[src/rtl/clkgen_pkg.sv]
package clkgen_pkg;
  localparam int REG_W   = 32;
  localparam int SEL_W   = 3;
  localparam int DIV_W   = 8;
  localparam int EN_W    = 4;
  // generator word field positions
  localparam int INV_BIT = 1;
  localparam int SRC_LSB = 2;
  localparam int DIV_LSB = 5;
  // control word bit positions
  localparam int EN_BUS_LSB = 0;
  localparam int EN_OUT_BIT = 2;
  localparam int EN_PIF_BIT = 3;
  localparam logic [SEL_W-1:0] SRC_CHAIN = 3'd7;

  typedef struct packed {
    logic [DIV_W-1:0] rm1;
    logic [SEL_W-1:0] src;
    logic             inv;
  } gen_cfg_t;
endpackage

[src/rtl/clkgen_regs.sv]
module clkgen_regs
  import clkgen_pkg::*;
#(
  parameter int ADDR_W  = 3,
  parameter int DATA_W  = REG_W,
  parameter int N_STAGE = 2
) (
  input  logic                      clk,
  input  logic                      rst_n,
  input  logic                      we_i,
  input  logic [ADDR_W-1:0]         addr_i,
  input  logic [DATA_W-1:0]         wdata_i,
  output logic [DATA_W-1:0]         rdata_o,
  output logic [EN_W-1:0]           en_o,
  output gen_cfg_t [N_STAGE-1:0]    cfg_o
);
  logic [EN_W-1:0]        en_q;
  gen_cfg_t [N_STAGE-1:0] cfg_q;
  logic                   unused_wbits;

  assign unused_wbits = ^wdata_i;

  always_ff @(posedge clk) begin
    if (!rst_n) begin
      en_q  <= '0;
      cfg_q <= '0;
    end else if (we_i) begin
      if (addr_i == '0) en_q <= wdata_i[EN_W-1:0];
      for (int s = 0; s < N_STAGE; s++) begin
        if (addr_i == ADDR_W'(1 + 2 * s)) begin
          cfg_q[s].inv <= wdata_i[INV_BIT];
          cfg_q[s].src <= wdata_i[SRC_LSB +: SEL_W];
          cfg_q[s].rm1 <= wdata_i[DIV_LSB +: DIV_W];
        end
      end
    end
  end

  always_comb begin
    rdata_o = '0;
    if (addr_i == '0) rdata_o[EN_W-1:0] = en_q;
    for (int s = 0; s < N_STAGE; s++) begin
      if (addr_i == ADDR_W'(1 + 2 * s)) begin
        rdata_o[INV_BIT]           = cfg_q[s].inv;
        rdata_o[SRC_LSB +: SEL_W]  = cfg_q[s].src;
        rdata_o[DIV_LSB +: DIV_W]  = cfg_q[s].rm1;
      end
    end
  end

  assign en_o  = en_q;
  assign cfg_o = cfg_q;

  AST_RSVD_READ_ZERO: assert property (@(posedge clk) disable iff (!rst_n)
    (addr_i == ADDR_W'(2) || addr_i == ADDR_W'(4)) |-> (rdata_o == '0));
endmodule

[src/rtl/clkgen_stage.sv]
module clkgen_stage
  import clkgen_pkg::*;
#(
  parameter int N_SRC = 6,
  parameter bit CHAIN = 1'b0
) (
  input  logic             clk,
  input  logic             rst_n,
  input  logic             enable_i,
  input  gen_cfg_t         cfg_i,
  input  logic [N_SRC-1:0] src_pulse_i,
  input  logic             chain_pulse_i,
  output logic             lvl_o,
  output logic             tick_o
);
  localparam int HI_W = DIV_W + 1;

  logic [SEL_W-1:0] act_src_q;
  logic [DIV_W-1:0] act_rm1_q;
  logic [DIV_W-1:0] cnt_q;
  logic             src_ok, pulse, running, at_end, tc, high_phase;
  logic [HI_W-1:0]  hi_len;

  // source selection over the active (shadow) code
  always_comb begin
    src_ok = 1'b0;
    pulse  = 1'b0;
    for (int k = 0; k < N_SRC; k++) begin
      if (act_src_q == SEL_W'(k)) begin
        src_ok = 1'b1;
        pulse  = src_pulse_i[k];
      end
    end
    if (CHAIN && act_src_q == SRC_CHAIN) begin
      src_ok = 1'b1;
      pulse  = chain_pulse_i;
    end
  end

  assign running    = enable_i & src_ok;
  assign at_end     = (cnt_q == act_rm1_q);
  assign tc         = running & pulse & at_end;
  assign hi_len     = (HI_W'(act_rm1_q) + HI_W'(2)) >> 1;
  assign high_phase = ({1'b0, cnt_q} < hi_len);

  always_ff @(posedge clk) begin
    if (!rst_n) begin
      cnt_q     <= '0;
      act_src_q <= '0;
      act_rm1_q <= '0;
    end else if (!running) begin
      cnt_q     <= '0;
      act_src_q <= cfg_i.src;
      act_rm1_q <= cfg_i.rm1;
    end else if (pulse) begin
      if (at_end) begin
        cnt_q     <= '0;
        act_src_q <= cfg_i.src;
        act_rm1_q <= cfg_i.rm1;
      end else begin
        cnt_q <= cnt_q + 1'b1;
      end
    end
  end

  assign lvl_o  = running & (high_phase ^ cfg_i.inv);
  assign tick_o = tc;

  AST_IDLE_CNT_CLEAR: assert property (@(posedge clk) disable iff (!rst_n)
    !running |=> (cnt_q == '0));
  AST_CNT_IN_RANGE: assert property (@(posedge clk) disable iff (!rst_n)
    cnt_q <= act_rm1_q);
  AST_TICK_WRAPS: assert property (@(posedge clk) disable iff (!rst_n)
    tick_o |=> (cnt_q == '0));
  AST_CFG_HELD_MIDPERIOD: assert property (@(posedge clk) disable iff (!rst_n)
    (running && !tc) |=> (act_src_q == $past(act_src_q) && act_rm1_q == $past(act_rm1_q)));
endmodule

[src/rtl/clkgen_gate.sv]
module clkgen_gate
  import clkgen_pkg::*;
(
  input  logic [EN_W-1:0] en_i,
  input  logic            bus_tick_i,
  input  logic            pif_tick_i,
  output logic            bus_tick_o,
  output logic            pif_tick_o
);
  logic bus_on, pif_on;
  assign bus_on     = &en_i[EN_BUS_LSB +: 2];
  assign pif_on     = en_i[EN_PIF_BIT];
  assign bus_tick_o = bus_tick_i & bus_on;
  assign pif_tick_o = pif_tick_i & pif_on;
endmodule

[src/rtl/twostage_clkgen.sv]
module twostage_clkgen
  import clkgen_pkg::*;
#(
  parameter int ADDR_W  = 3,
  parameter int DATA_W  = REG_W,
  parameter int N_PLL   = 4,
  parameter int N_EXT   = 2,
  parameter int N_STAGE = 2
) (
  input  logic              clk,
  input  logic              rst_n,
  input  logic              reg_we,
  input  logic [ADDR_W-1:0] reg_addr,
  input  logic [DATA_W-1:0] reg_wdata,
  output logic [DATA_W-1:0] reg_rdata,
  input  logic [N_PLL-1:0]  pll_pulse_i,
  input  logic [N_EXT-1:0]  ext_pulse_i,
  input  logic              bus_tick_i,
  input  logic              pif_tick_i,
  output logic              bus_tick_o,
  output logic              pif_tick_o,
  output logic              pre_clk_o,
  output logic              gen_clk_o,
  output logic              gen_tick_o
);
  localparam int N_SRC = N_PLL + N_EXT;

  logic [EN_W-1:0]        en_w;
  gen_cfg_t [N_STAGE-1:0] cfg_w;
  logic [N_SRC-1:0]       src_w;
  logic [N_STAGE-1:0]     tick_w, lvl_w;

  assign src_w = {ext_pulse_i, pll_pulse_i};

  clkgen_regs #(.ADDR_W(ADDR_W), .DATA_W(DATA_W), .N_STAGE(N_STAGE)) u_regs (
    .clk(clk), .rst_n(rst_n), .we_i(reg_we), .addr_i(reg_addr),
    .wdata_i(reg_wdata), .rdata_o(reg_rdata), .en_o(en_w), .cfg_o(cfg_w)
  );

  for (genvar s = 0; s < N_STAGE; s++) begin : g_stage
    logic chain_in;
    if (s == 0) begin : g_head
      assign chain_in = 1'b0;
    end else begin : g_link
      assign chain_in = tick_w[s-1];
    end
    clkgen_stage #(.N_SRC(N_SRC), .CHAIN(s > 0)) u_stage (
      .clk(clk), .rst_n(rst_n), .enable_i(en_w[EN_OUT_BIT]), .cfg_i(cfg_w[s]),
      .src_pulse_i(src_w), .chain_pulse_i(chain_in),
      .lvl_o(lvl_w[s]), .tick_o(tick_w[s])
    );
  end

  clkgen_gate u_gate (
    .en_i(en_w), .bus_tick_i(bus_tick_i), .pif_tick_i(pif_tick_i),
    .bus_tick_o(bus_tick_o), .pif_tick_o(pif_tick_o)
  );

  assign pre_clk_o  = lvl_w[0];
  assign gen_clk_o  = lvl_w[N_STAGE-1];
  assign gen_tick_o = tick_w[N_STAGE-1];

  AST_OUT_NEEDS_ENABLE: assert property (@(posedge clk) disable iff (!rst_n)
    (gen_tick_o || gen_clk_o || pre_clk_o) |-> en_w[EN_OUT_BIT]);
  AST_BUS_NEEDS_BOTH: assert property (@(posedge clk) disable iff (!rst_n)
    bus_tick_o |-> (en_w[1:0] == 2'b11));
  AST_PIF_NEEDS_ENABLE: assert property (@(posedge clk) disable iff (!rst_n)
    pif_tick_o |-> en_w[EN_PIF_BIT]);
endmodule

[config.mk]
export PLATFORM = sky130hd
export DESIGN_NAME = twostage_clkgen
export DESIGN_NICKNAME = d
export VERILOG_FILES = /design/src/rtl/clkgen_pkg.sv /design/src/rtl/clkgen_regs.sv /design/src/rtl/clkgen_stage.sv /design/src/rtl/clkgen_gate.sv /design/src/rtl/twostage_clkgen.sv
export SDC_FILE = /design/constraint.sdc
export NUM_CORES = 1
export LEC_CHECK = 0
export BUFFER_PORTS_ARGS = -buffer_cell sky130_fd_sc_hd__buf_4
export CAP_MARGIN = 20
export CORE_ASPECT_RATIO = 1.4
export CORE_MARGIN = 2
export CORE_UTILIZATION = 59
export CTS_CLUSTER_DIAMETER = 200
export DETAILED_ROUTE_END_ITERATION = 12
export GPL_ROUTABILITY_DRIVEN = 0
export MAX_ROUTING_LAYER = met4
export PLACE_DENSITY_LB_ADDON = 0.2
export SYNTH_ARGS = -nofsm -noshare
export SYNTH_HDL_FRONTEND = slang
export SYNTH_HIERARCHICAL = 1
export SYNTH_SLANG_ARGS = --single-unit
export TNS_END_PERCENT = 30
[constraint.sdc]
create_clock -name clk -period 6.3 [get_ports clk]
set_input_delay 1.575 -clock clk [delete_from_list [all_inputs] [get_ports clk]]
set_output_delay 1.575 -clock clk [all_outputs]
set_load 0.02 [all_outputs]
==> flow_metrics.env <==
export IMPL_postCtsHoldBufs=0
export IMPL_finalCritPeriodShare_pct=82.6
export IMPL_die_width_um=74.0
export IMPL_routedWlPerCell_um=14.2
export IMPL_relSlewSlack_pct=46.2
export IMPL_rsz0062_at_grt="false"
export IMPL_fp_dieH_um=102
export IMPL_post_cts_buffers=0
export IMPL_grt_start_max_net_pins=89
export IMPL_dp_slack_ns=1.09
export IMPL_clock_sinks=66
export IMPL_max_freq_mhz=192
export IMPL_min_period_ns=5.21
export IMPL_cp_required_ns=4.72
export IMPL_skew_ns=0.0134
export IMPL_syn_to_final_growth_pct=10.4
export IMPL_crit_path_start_kind="input port"
export IMPL_drt_iter0_markers=220
export IMPL_drtPass1Iterations=4
export IMPL_port_buffers=44
export IMPL_cp_arrival_ns=3.63
export IMPL_cp_end_kind="output pin"
export IMPL_hpwl_um=6210
export IMPL_cts_tree="done"
export IMPL_n_antenna_cell=0
export IMPL_crit_path_start="pll_pulse_i[3]"
export IMPL_crit_path_frequent_cell="buf_4"
export IMPL_setup_viol=0
export IMPL_routed_via_count=3216
export IMPL_final_cell_area_sq_um=4470
export IMPL_grt_pass1_wl_um=14100
export IMPL_worst_pin_slew_ns=0.807
export IMPL_fin_setup_tns_ns=0
export IMPL_nNetsFinal=553
export IMPL_maxSlewViolCount=0
export IMPL_path_clk_slew_ns=0.07
export IMPL_drc_errors=0
export IMPL_io_pins=83
export IMPL_post_cts_resized=0
export IMPL_setup_ws_ns=1.09
export IMPL_min_delay_start="u_regs/cfg_o[23]$_SDFFE_PN0P_"
export IMPL_clock_path_buffers=2
export IMPL_grt_pass1_vias=3073
export IMPL_dp_cells=570
export IMPL_fill_cells=569
export IMPL_start_util_pct=61.2
export IMPL_finalWirelength_um=8300
export IMPL_cts_buffers_inserted=9
export IMPL_track_usage_pct=24.8
export IMPL_grt_overflow=0
export IMPL_via_per_inst=5.50
export IMPL_critPathKind="in2out"
export IMPL_powerDensity_nw_per_um2=190
export IMPL_detailed_place_area_sq_um=4290
export IMPL_finalPower_uw=850
export IMPL_fin_util_pct=67.6
export IMPL_antenna_found_initial=0
export IMPL_htreeDepth=3
export IMPL_p_leak_nw=1.95
export IMPL_hold_slack_ns=0.468
export IMPL_synth_cell_area_sq_um=4050
export IMPL_run_status="finished, final reports clean"
export IMPL_clk_latency_ns=0.34
export IMPL_die_area_sq_um=7550
export IMPL_rr_startpoint="g_stage[0].u_stage/act_rm1_q[4]$_SDFFE_PN0P_"
export IMPL_drive_gt1_share_pct=17.2
export IMPL_vdd_drop_max_mv=0.151
export IMPL_cts_root_buf="clkbuf_8"
export IMPL_cp_cell_sequence="buf_4 -> mux4_2 -> a22o_4 -> and3_2 -> mux2_1 -> a32oi_2 -> buf_4 -> nor3_1 -> buf_4"
export IMPL_cap_violations=0
export IMPL_postSynthAreaPerCell_sq_um=8.94
export IMPL_postSynthCellCount=453
export IMPL_slowest_delay_ns=0.49
export IMPL_drtAntennaViolNets=0
export IMPL_yosysWarnings=6
export IMPL_rows=35
export IMPL_hp_class="reg2reg"
export IMPL_crit_fanout=17
export IMPL_slowest_stage="mux4_2"
export IMPL_hold_violations=0
export IMPL_instances_no_fill=585
export IMPL_core_area_sq_um=6610
-- cells in the final DEF (no fill, tap or decap), types with 4 or more instances in the layout --
cell type	instances
xnor2_1	6
nand2_1	85
buf_4	45
xor2_1	23
clkbuf_8	10
mux2i_1	55
nand3_1	21
conb_1	19
o21ai_0	16
nor3b_1	4
ha_1	18
o21ai_2	10
a21oi_1	9
and3_1	8
inv_1	9
dfxtp_1	66
nor2_1	23
a211oi_1	4
o31ai_1	4
-- report_power, final --
| group | switching (mW) | total [mW] | internal, mW | leakage (nW) |
|---|---|---|---|---|
| logic | 0.0508 | 0.0821 | 0.0313 | 1.32 |
| clock network | 0.148 | 0.339 | 0.190 | 0.0962 |
| registers | 0.00598 | 0.429 | 0.423 | 0.533 |
| total | 0.205 | 0.850 | 0.645 | 1.95 |
-- per-layer routing --
| layer | track usage (%) | part of all wire (%) | vias to the layer above |
|---|---|---|---|
| li1 | - | - | 1628 |
| met1 | 30.7 | 44 | 1502 |
| met2 | 39.9 | 51 | 78 |
| met3 | 4.64 | 3.7 | 8 |
| met4 | 8.95 | 1.3 | 0 |
| met5 | - | 0 | - |
-- critical path, delay by kind of cell --
| kind | cells | cell delay, ns |
|---|---|---|
| muxes | 2 | 0.79 |
| buffers and inverters | 3 | 0.50 |
| AOI/OAI and AO/OA | 2 | 0.47 |
| and+or+nand+nor | 2 | 0.29 |
-- final cells by class --
| type | count | area [sq um] | share of cell area, % |
|---|---|---|---|
| Clock inverter | 3 | 40.0 | 0.895 |
| Multi-Input combinational cell | 358 | 2480 | 55.4 |
| Tap cell | 92 | 115 | 2.57 |
| Inverter | 9 | 33.8 | 0.755 |
| Timing Repair Buffer | 45 | 338 | 7.55 |
| Sequential cell | 66 | 1320 | 29.5 |
| Clock buffer | 12 | 145 | 3.25 |
-- sequential cells by signal, indices dropped and copies added (netlist names) --
| signal | flops |
|---|---|
| u_regs/en_o | 4 |
| g_stage.u_stage/act_rm1_q | 16 |
| u_regs/cfg_o | 24 |
| g_stage.u_stage/act_src_q | 6 |
| g_stage.u_stage/cnt_q | 16 |
-- final timing paths --
| kind | slack, ns | endpoint | depth (start not counted) |
|---|---|---|---|
| max | 1.09 | gen_tick_o | 9 |
| max reg2reg | 3.35 | g_stage[1].u_stage/act_rm1_q[6]$_SDFFE_PN0P_ | 9 |
| min | 0.47 | g_stage[1].u_stage/act_rm1_q[7]$_SDFFE_PN0P_ | 2 |
| min reg2reg | 0.47 | g_stage[1].u_stage/act_rm1_q[7]$_SDFFE_PN0P_ | 2 |
Power figures use the tool's default switching activity.
